===== src/rtl/dual_dac_pkg.sv =====
package dual_dac_pkg;
  localparam int unsigned SYNC_DEPTH = 2;
  localparam int unsigned CHAN_N     = 2;
  localparam int unsigned PIN_N      = 8;
  localparam int unsigned P_SCK  = 0;
  localparam int unsigned P_SDAT = 1;
  localparam int unsigned P_EN   = 2;
  localparam int unsigned P_LDA  = 3;
  localparam int unsigned P_LDB  = 4;
  localparam int unsigned P_PRE  = 5;
  localparam int unsigned P_MID  = 6;
  localparam int unsigned P_SLP  = 7;
  // idle level of each pin, used as synchronizer reset value
  localparam logic [PIN_N-1:0] PIN_IDLE = 8'b1011_1100;
endpackage


===== src/rtl/dd_pin_sync.sv =====
module dd_pin_sync #(
  parameter int unsigned            WIDTH   = 8,
  parameter int unsigned            STAGES  = 2,
  parameter logic [WIDTH-1:0]       RST_VAL = '0
) (
  input  logic             clk_i,
  input  logic             rst_ni,
  input  logic [WIDTH-1:0] din_i,
  output logic [WIDTH-1:0] dout_o
);
  logic [STAGES-1:0][WIDTH-1:0] pipe_q;

  always_ff @(posedge clk_i or negedge rst_ni) begin
    if (!rst_ni) begin
      pipe_q <= {STAGES{RST_VAL}};
    end else begin
      pipe_q[0] <= din_i;
      for (int i = 1; i < STAGES; i++) pipe_q[i] <= pipe_q[i-1];
    end
  end

  assign dout_o = pipe_q[STAGES-1];
endmodule


===== src/rtl/dd_shift.sv =====
module dd_shift #(
  parameter int unsigned WIDTH = 12
) (
  input  logic             clk_i,
  input  logic             rst_ni,
  input  logic             sck_i,
  input  logic             sdat_i,
  input  logic             en_i,
  output logic             go_o,
  output logic [WIDTH-1:0] shift_o
);
  logic             sck_q;
  logic [WIDTH-1:0] shift_q;

  assign go_o = en_i & sck_i & ~sck_q;

  always_ff @(posedge clk_i or negedge rst_ni) begin
    if (!rst_ni) begin
      sck_q   <= 1'b0;
      shift_q <= '0;
    end else begin
      sck_q <= sck_i;
      // older bits fall off the top: last WIDTH bits survive
      if (go_o) shift_q <= {shift_q[WIDTH-2:0], sdat_i};
    end
  end

  assign shift_o = shift_q;
endmodule


===== src/rtl/dd_chan.sv =====
module dd_chan #(
  parameter int unsigned WIDTH = 12
) (
  input  logic             clk_i,
  input  logic             rst_ni,
  input  logic             load_i,
  input  logic             preset_i,
  input  logic             mid_i,
  input  logic [WIDTH-1:0] din_i,
  output logic [WIDTH-1:0] word_o
);
  localparam logic [WIDTH-1:0] MID_WORD = {1'b1, {(WIDTH-1){1'b0}}};

  always_ff @(posedge clk_i or negedge rst_ni) begin
    if (!rst_ni)       word_o <= '0;
    else if (preset_i) word_o <= mid_i ? MID_WORD : '0;
    else if (load_i)   word_o <= din_i;
  end
endmodule


===== src/rtl/dual_dac_regs.sv =====
module dual_dac_regs
  import dual_dac_pkg::*;
#(
  parameter int unsigned WIDTH = 12
) (
  input  logic             clk_i,
  input  logic             rst_ni,
  input  logic             ser_clk_i,
  input  logic             ser_data_i,
  input  logic             ser_en_ni,
  input  logic             load_a_ni,
  input  logic             load_b_ni,
  input  logic             preset_ni,
  input  logic             preset_mid_i,
  input  logic             sleep_ni,
  output logic [WIDTH-1:0] word_a_o,
  output logic [WIDTH-1:0] word_b_o,
  output logic             sleep_o
);
  logic [PIN_N-1:0]             pins_raw, pins_s;
  logic                         shift_go, pre_act, pre_mid;
  logic [CHAN_N-1:0]            ld_vec;
  logic [WIDTH-1:0]             shift_q;
  logic [CHAN_N-1:0][WIDTH-1:0] words;

  always_comb begin
    pins_raw         = '0;
    pins_raw[P_SCK]  = ser_clk_i;
    pins_raw[P_SDAT] = ser_data_i;
    pins_raw[P_EN]   = ser_en_ni;
    pins_raw[P_LDA]  = load_a_ni;
    pins_raw[P_LDB]  = load_b_ni;
    pins_raw[P_PRE]  = preset_ni;
    pins_raw[P_MID]  = preset_mid_i;
    pins_raw[P_SLP]  = sleep_ni;
  end

  dd_pin_sync #(.WIDTH(PIN_N), .STAGES(SYNC_DEPTH), .RST_VAL(PIN_IDLE)) u_sync (
    .clk_i (clk_i),
    .rst_ni(rst_ni),
    .din_i (pins_raw),
    .dout_o(pins_s)
  );

  assign pre_act   = ~pins_s[P_PRE];
  assign pre_mid   = pins_s[P_MID];
  assign ld_vec[0] = ~pins_s[P_LDA];
  assign ld_vec[1] = ~pins_s[P_LDB];

  dd_shift #(.WIDTH(WIDTH)) u_shift (
    .clk_i  (clk_i),
    .rst_ni (rst_ni),
    .sck_i  (pins_s[P_SCK]),
    .sdat_i (pins_s[P_SDAT]),
    .en_i   (~pins_s[P_EN]),
    .go_o   (shift_go),
    .shift_o(shift_q)
  );

  for (genvar c = 0; c < CHAN_N; c++) begin : g_chan
    dd_chan #(.WIDTH(WIDTH)) u_chan (
      .clk_i   (clk_i),
      .rst_ni  (rst_ni),
      .load_i  (ld_vec[c]),
      .preset_i(pre_act),
      .mid_i   (pre_mid),
      .din_i   (shift_q),
      .word_o  (words[c])
    );
  end

  assign word_a_o = words[0];
  assign word_b_o = words[1];
  assign sleep_o  = ~pins_s[P_SLP];
endmodule


===== config.mk =====
export PLATFORM = sky130hd
export DESIGN_NAME = dual_dac_regs
export DESIGN_NICKNAME = d
export VERILOG_FILES = /design/src/rtl/dual_dac_pkg.sv /design/src/rtl/dd_pin_sync.sv /design/src/rtl/dd_shift.sv /design/src/rtl/dd_chan.sv /design/src/rtl/dual_dac_regs.sv
export SDC_FILE = /design/constraint.sdc
export NUM_CORES = 1
export LEC_CHECK = 0
export ABC_AREA = 1
export ABC_CLOCK_PERIOD_IN_PS = 2200
export CAP_MARGIN = 20
export CORE_MARGIN = 8
export CORE_UTILIZATION = 44
export DETAILED_ROUTE_END_ITERATION = 8
export HOLD_SLACK_MARGIN = 0.02
export PLACE_DENSITY = 0.69
export SYNTH_ARGS = -nofsm -noshare
export SYNTH_HDL_FRONTEND = slang
export SYNTH_SLANG_ARGS = --single-unit

===== constraint.sdc =====
create_clock -name clk_i -period 2.2 [get_ports clk_i]
set_input_delay 0.44 -clock clk_i [delete_from_list [all_inputs] [get_ports clk_i]]
set_output_delay 0.44 -clock clk_i [all_outputs]
set_load 0.05 [all_outputs]

## Word-level counts from Yosys, hierarchy flattened

Index checks and enable logic that the tools add are counted.

- Bits in read-only memories: 0
- Memories kept: 0
- Register bits after elaboration: 53
- Bits of input ports: 10
- Bits in latches: 0
- Memory bits (writable): 0
- Output and inout port bits: 25
- Word-level logic and storage cells: 18

- $mul: 0
- Eq/ne operators: 2
- Shifts and indexed selects: 0
- Add/subtract/negate cells: 0
- Reductions and logical operators: 0
- Div/mod/pow operators: 0
- $lt $le $gt $ge: 0
- Multiplexer cells: 5
- Bitwise logic cells: 5

Operator list:

| kind | number |
|---|---|
| two-way mux 12 bit | 5 |
| inequality test 2 bit (second input constant) | 2 |
| inverter 1 bit | 3 |
| bitwise AND 1 bit | 2 |

## Longest topological paths before layout

- Depth in word-level cells: 3
- Gate-level depth with buffers: 6
- Gate-level depth less buffers: 4

## Cells and area by module

From an unflattened synthesis, not the netlist that was laid out.

- Cells, all modules: 193
- Area, all modules: 2021.9 um^2

By module, submodules not included:

| module | cells each | seq. area each (um^2) | instances | area an instance (um^2) |
|---|---|---|---|---|
| dd_chan | 54 | 300.3 | 2 | 498.0 |
| dd_shift | 56 | 325.3 | 1 | 534.3 |
| dd_pin_sync | 24 | 412.9 | 1 | 473.0 |
| dual_dac_regs | 5 | 0.0 | 1 | 18.8 |

## Worst setup path before layout

OpenSTA, ideal clock, no wires.

- Path type: flip-flop to output port
- From: register u_sync.pipe_q (netlist bit u_sync.dout_o[7])
- To: output sleep_o
- Data required time: 1760 ps
- Data arrival time: 678 ps
- Cell stages (with the launch flop): 2
- Buffers on the path: 0
- Path slack: 1082 ps
- Path through: dfstp_2 > inv_1

- Cells in the longest elaborated chain, start to end: 1

Ends and longest elaborated chain:

| element | RTL line | RTL |
|---|---|---|
| start: declaration | dd_pin_sync.sv:11 | `logic [STAGES-1:0][WIDTH-1:0] pipe_q;` |
| start signal: assignment | dd_pin_sync.sv:15 | `pipe_q <= {STAGES{RST_VAL}};` |
| inverter 1 bit | dual_dac_regs.sv:74 | `assign sleep_o = ~pins_s[P_SLP];` |
| end: declaration | dual_dac_regs.sv:18 | `output logic sleep_o` |

Every way passes these cells.

## Final worst setup path

Ends and elaborated chain as after synthesis.

==> impl_summary.txt <==
----------------------------------------------------
[Run status]
  Run status ... complete, no violations

[STA]
  Hold WS ... between 0.05 and 0.06 ns
  Peak clock frequency supported by timing ... between 0.5 and 0.6 GHz
  Worst-case clock skew ... 0.01025 ns
  Max-slew headroom ... 66.48%
  Hold Vio Cnt, Final ... 0
  Pins Over Slew Limit ... 0
  Post-layout minimum cycle time ... 1.976 ns
  Transition time of the tightest slew-check pin ... ~0.50 ns
  RSZ-0062 raised after global routing ... no
  Period utilization ... 89.80%
  Total negative slack ... 0 ns
  Final setup violation count ... 0
  Worst setup margin ... 0.2245 ns

[Clocking]
  CTS clock-pin slew for the worst setup and hold paths ... around 0.090 ns
  Cts bufs inserted ... 5
  Sink Count ... 53
  Worst skew pair latency ... 0.31 ns
  Setup Buffers After CTS ... 0
  Clock tree root buffer cell ... sky130_fd_sc_hd__clkbuf_8
  Hold Buf Count CTS ... 0
  Clock tree from TritonCTS ... built
  CTS H-Tree Depth ... 2
  Number of buffers on the longest clock path ... 2
  # resized after CTS ... 0

[Routing]
  Average wire per cell in the routed design ... 13.22 um
  Vias per std cell ... 4.934
  Via Count ... approximately 1,300
  Total iterations of the first detailed-routing run ... 4
  Number of remaining DRC errors ... 0
  DRT antenna net count ... 0
  Final wirelength ... 3.595 mm
  Number of violations reported at the end of detailed-routing iteration 0 ... 110

[Floorplan]
  Die width ... 83.24 um
  Count of pins on the block boundary ... 35
  Starting Density ... 45.69%
  Floorplan die area ... 0.006929 sq mm
  Height of the chip ... 83.24 um
  Number of rows in the core area ... 24
  CORE AREA ... 0.004354 sq mm

[Pwr]
  Ratio of total power to cell area ... 820.0 mW/mm^2
  Part of the total power dissipated in sequential elements ... 57.9%
  Leakage dissipation ... roughly 1.2 nW
  Switching Power ... 0.0005780 W
  Relative contribution of the clock network to total power ... about a quarter
  Maximum resistive drop on vdd ... roughly 0.46 mV
  Switching power share of the total ... 29.40%
  Combinational power share ... 15.7%
  Cell-internal power ... 0.001388 W

[Critical path]
  Critical-path maximum fanout ... 1
  Startpoint-to-endpoint class of the critical path ... reg2out
  Critical Path RT ... roughly 1.8 ns
  Kind of end point of the critical path ... output port
  Worst endpoint data arrival time ... roughly 1.5 ns
  Startpoint type of the worst setup path ... flop

[GRT]
  Global-route wire length before repair ... between 6 and 7 mm
  All-layer global routing usage ... 11.34%
  Largest net degree at the start of global routing ... 27
  Leftover overflow at the end of global routing ... 0
  Vias in the first global route ... 1,390
  Initial antenna violation count ... 0

[Synthesis]
  Syn avg cell area ... roughly 11 sq um
  Post-synthesis net count ... 197
  Post-synthesis instance area ... 0.001989 sq mm
  Post-synthesis register bit count ... 53
  Synth cell types ... 14
  Total number of yosys warnings ... 0
  Cell count after synthesis ... around 190
  Portion of the post-synthesis area used by sequential elements ... 67.30%

[Layout]
  Layout cell share with drive strength beyond 1 ... 15.45%
  Antenna fix cells ... 0
  Layout Nets ... approximately 230
  Count of fill cells added during filler insertion ... approximately 390
  Final Core Density ... a little under three fifths
  Area used by multi-input combinational logic ... ~520 sq um
  Post-synthesis to final-layout area growth ... 20.50%
  Sequential cell area in the final layout ... between 0.001 and 0.0015 sq mm

[Place]
  Worst slack at placement ... 0.5411 ns
  Number of buffer cells added on primary ports ... 34
  Routability Congestion ... 0.7461
  Sum of net half-perimeters after detailed placement ... between 2 and 2.5 mm

[Job]
  Number of maximum-capacitance violations ... 0

[Worst hold path]
  Worst min-delay path category ... in2async

----------------------------------------------------
-- final timing paths --
| path | from | to | slack [ns] | cells after the start |
|---|---|---|---|---|
| worst min register to register | u_sync.pipe_q[1] | u_sync.dout_o[1] | 0.35 | 0 |
| min in group clk_i | u_sync.pipe_q[1] | u_sync.dout_o[1] | 0.35 | 0 |
| max in group asynchronous | rst_ni | u_sync.dout_o[7] | 1.49 | 2 |
| worst min-delay path | rst_ni | u_shift.shift_o[5] | 0.05 | 1 |
| worst max-delay path | u_sync.dout_o[7] | sleep_o | 0.22 | 2 |
| worst max register to register | u_shift.sck_q | u_shift.shift_o[10] | 0.79 | 4 |
-- critical path, cell delays in order (launching register included) --
cell	delay, ns
sky130_fd_sc_hd__dfstp_2	0.52
sky130_fd_sc_hd__inv_1	0.03
sky130_fd_sc_hd__clkdlybuf4s50_1	0.68
-- power groups by stage --
stage	Combinational (W)	Clock (W)	Sequential (W)
2_1_floorplan	0.000106	0	0.00124
3_3_place_gp	0.000309	0	0.00115
3_5_place_dp	0.000314	0	0.00116
4_1_cts	0.000314	0.000542	0.00114
5_1_grt	0.000339	0.000574	0.00115
6_report	0.000308	0.000521	0.00114
-- sequential cells by signal, indices dropped and copies added (netlist names) --
register,count
u_shift.sck_q,1
g_chan.u_chan.word_o,24
u_sync.dout_o,8
u_shift.shift_o,12
u_sync.pipe_q,8
-- kinds of logic after synthesis --
kind of cell | synth area share [%]
AND/OR/NAND/NOR | 26.16
flip-flops | 67.30
buffers and inverters | 6.541
-- synth_stat cells --
master                     n  area share (%)
sky130_fd_sc_hd__dfrtp_1  43              54
sky130_fd_sc_hd__buf_4     3             1.1
sky130_fd_sc_hd__inv_2     1            0.19
sky130_fd_sc_hd__nand4_1  12             3.8
sky130_fd_sc_hd__buf_2     5             1.3
sky130_fd_sc_hd__nand2_2  11             3.5
sky130_fd_sc_hd__nand2_4   1            0.57
sky130_fd_sc_hd__buf_12    1             1.0
sky130_fd_sc_hd__buf_6     2             1.1
sky130_fd_sc_hd__inv_4     1            0.31
sky130_fd_sc_hd__nand3_1  25             6.3
sky130_fd_sc_hd__dfstp_2  10              13
sky130_fd_sc_hd__inv_1     8             1.5
sky130_fd_sc_hd__nand2_1  64              12
-- cell type report --
cell class / count / area share, %
multi-input combinational: 113 / 21.71
inverter: 10 / 1.670
tap: 52 / 2.714
clock inverter: 2 / 0.4175
timing repair buffer: 36 / 14.61
sequential: 53 / 55.85
clock buffer: 6 / 3.027
-- routing by layer --
metal | up-vias | global-route usage (%) | share of wire [%]
met5 | - | 0 | 0
met4 | 0 | 4.313 | 1.5
met3 | 5 | 4.688 | 6.9
met2 | 38 | 18.60 | 46
met1 | 638 | 12.81 | 45
li1 | 661 | - | -
-- cells in the final DEF, fill, tap and decap left out --
cell type and count:
sky130_fd_sc_hd__dfrtp_1 43, sky130_fd_sc_hd__nand2_1 64, sky130_fd_sc_hd__inv_1 8, sky130_fd_sc_hd__inv_2 1, sky130_fd_sc_hd__nand3_1 25, sky130_fd_sc_hd__buf_2 1, sky130_fd_sc_hd__clkbuf_8 5, sky130_fd_sc_hd__clkbuf_1 1
sky130_fd_sc_hd__clkdlybuf4s50_1 33, sky130_fd_sc_hd__nand2_4 1, sky130_fd_sc_hd__nand4_1 12, sky130_fd_sc_hd__clkinv_2 2, sky130_fd_sc_hd__dfstp_2 10, sky130_fd_sc_hd__nand2_2 11, sky130_fd_sc_hd__buf_4 2, sky130_fd_sc_hd__inv_4 1
-- per-stage QoR --
stage	power, W	instance area (sq um)	instances
final	0.001966	2397	272
after global routing	0.002066	2397	272
after CTS	0.001995	2397	272
after detailed placement	0.001470	2315	264
after global placement	0.001463	2315	264
after floorplan	0.001348	1989	187
(Power assumes the default switching activity.)
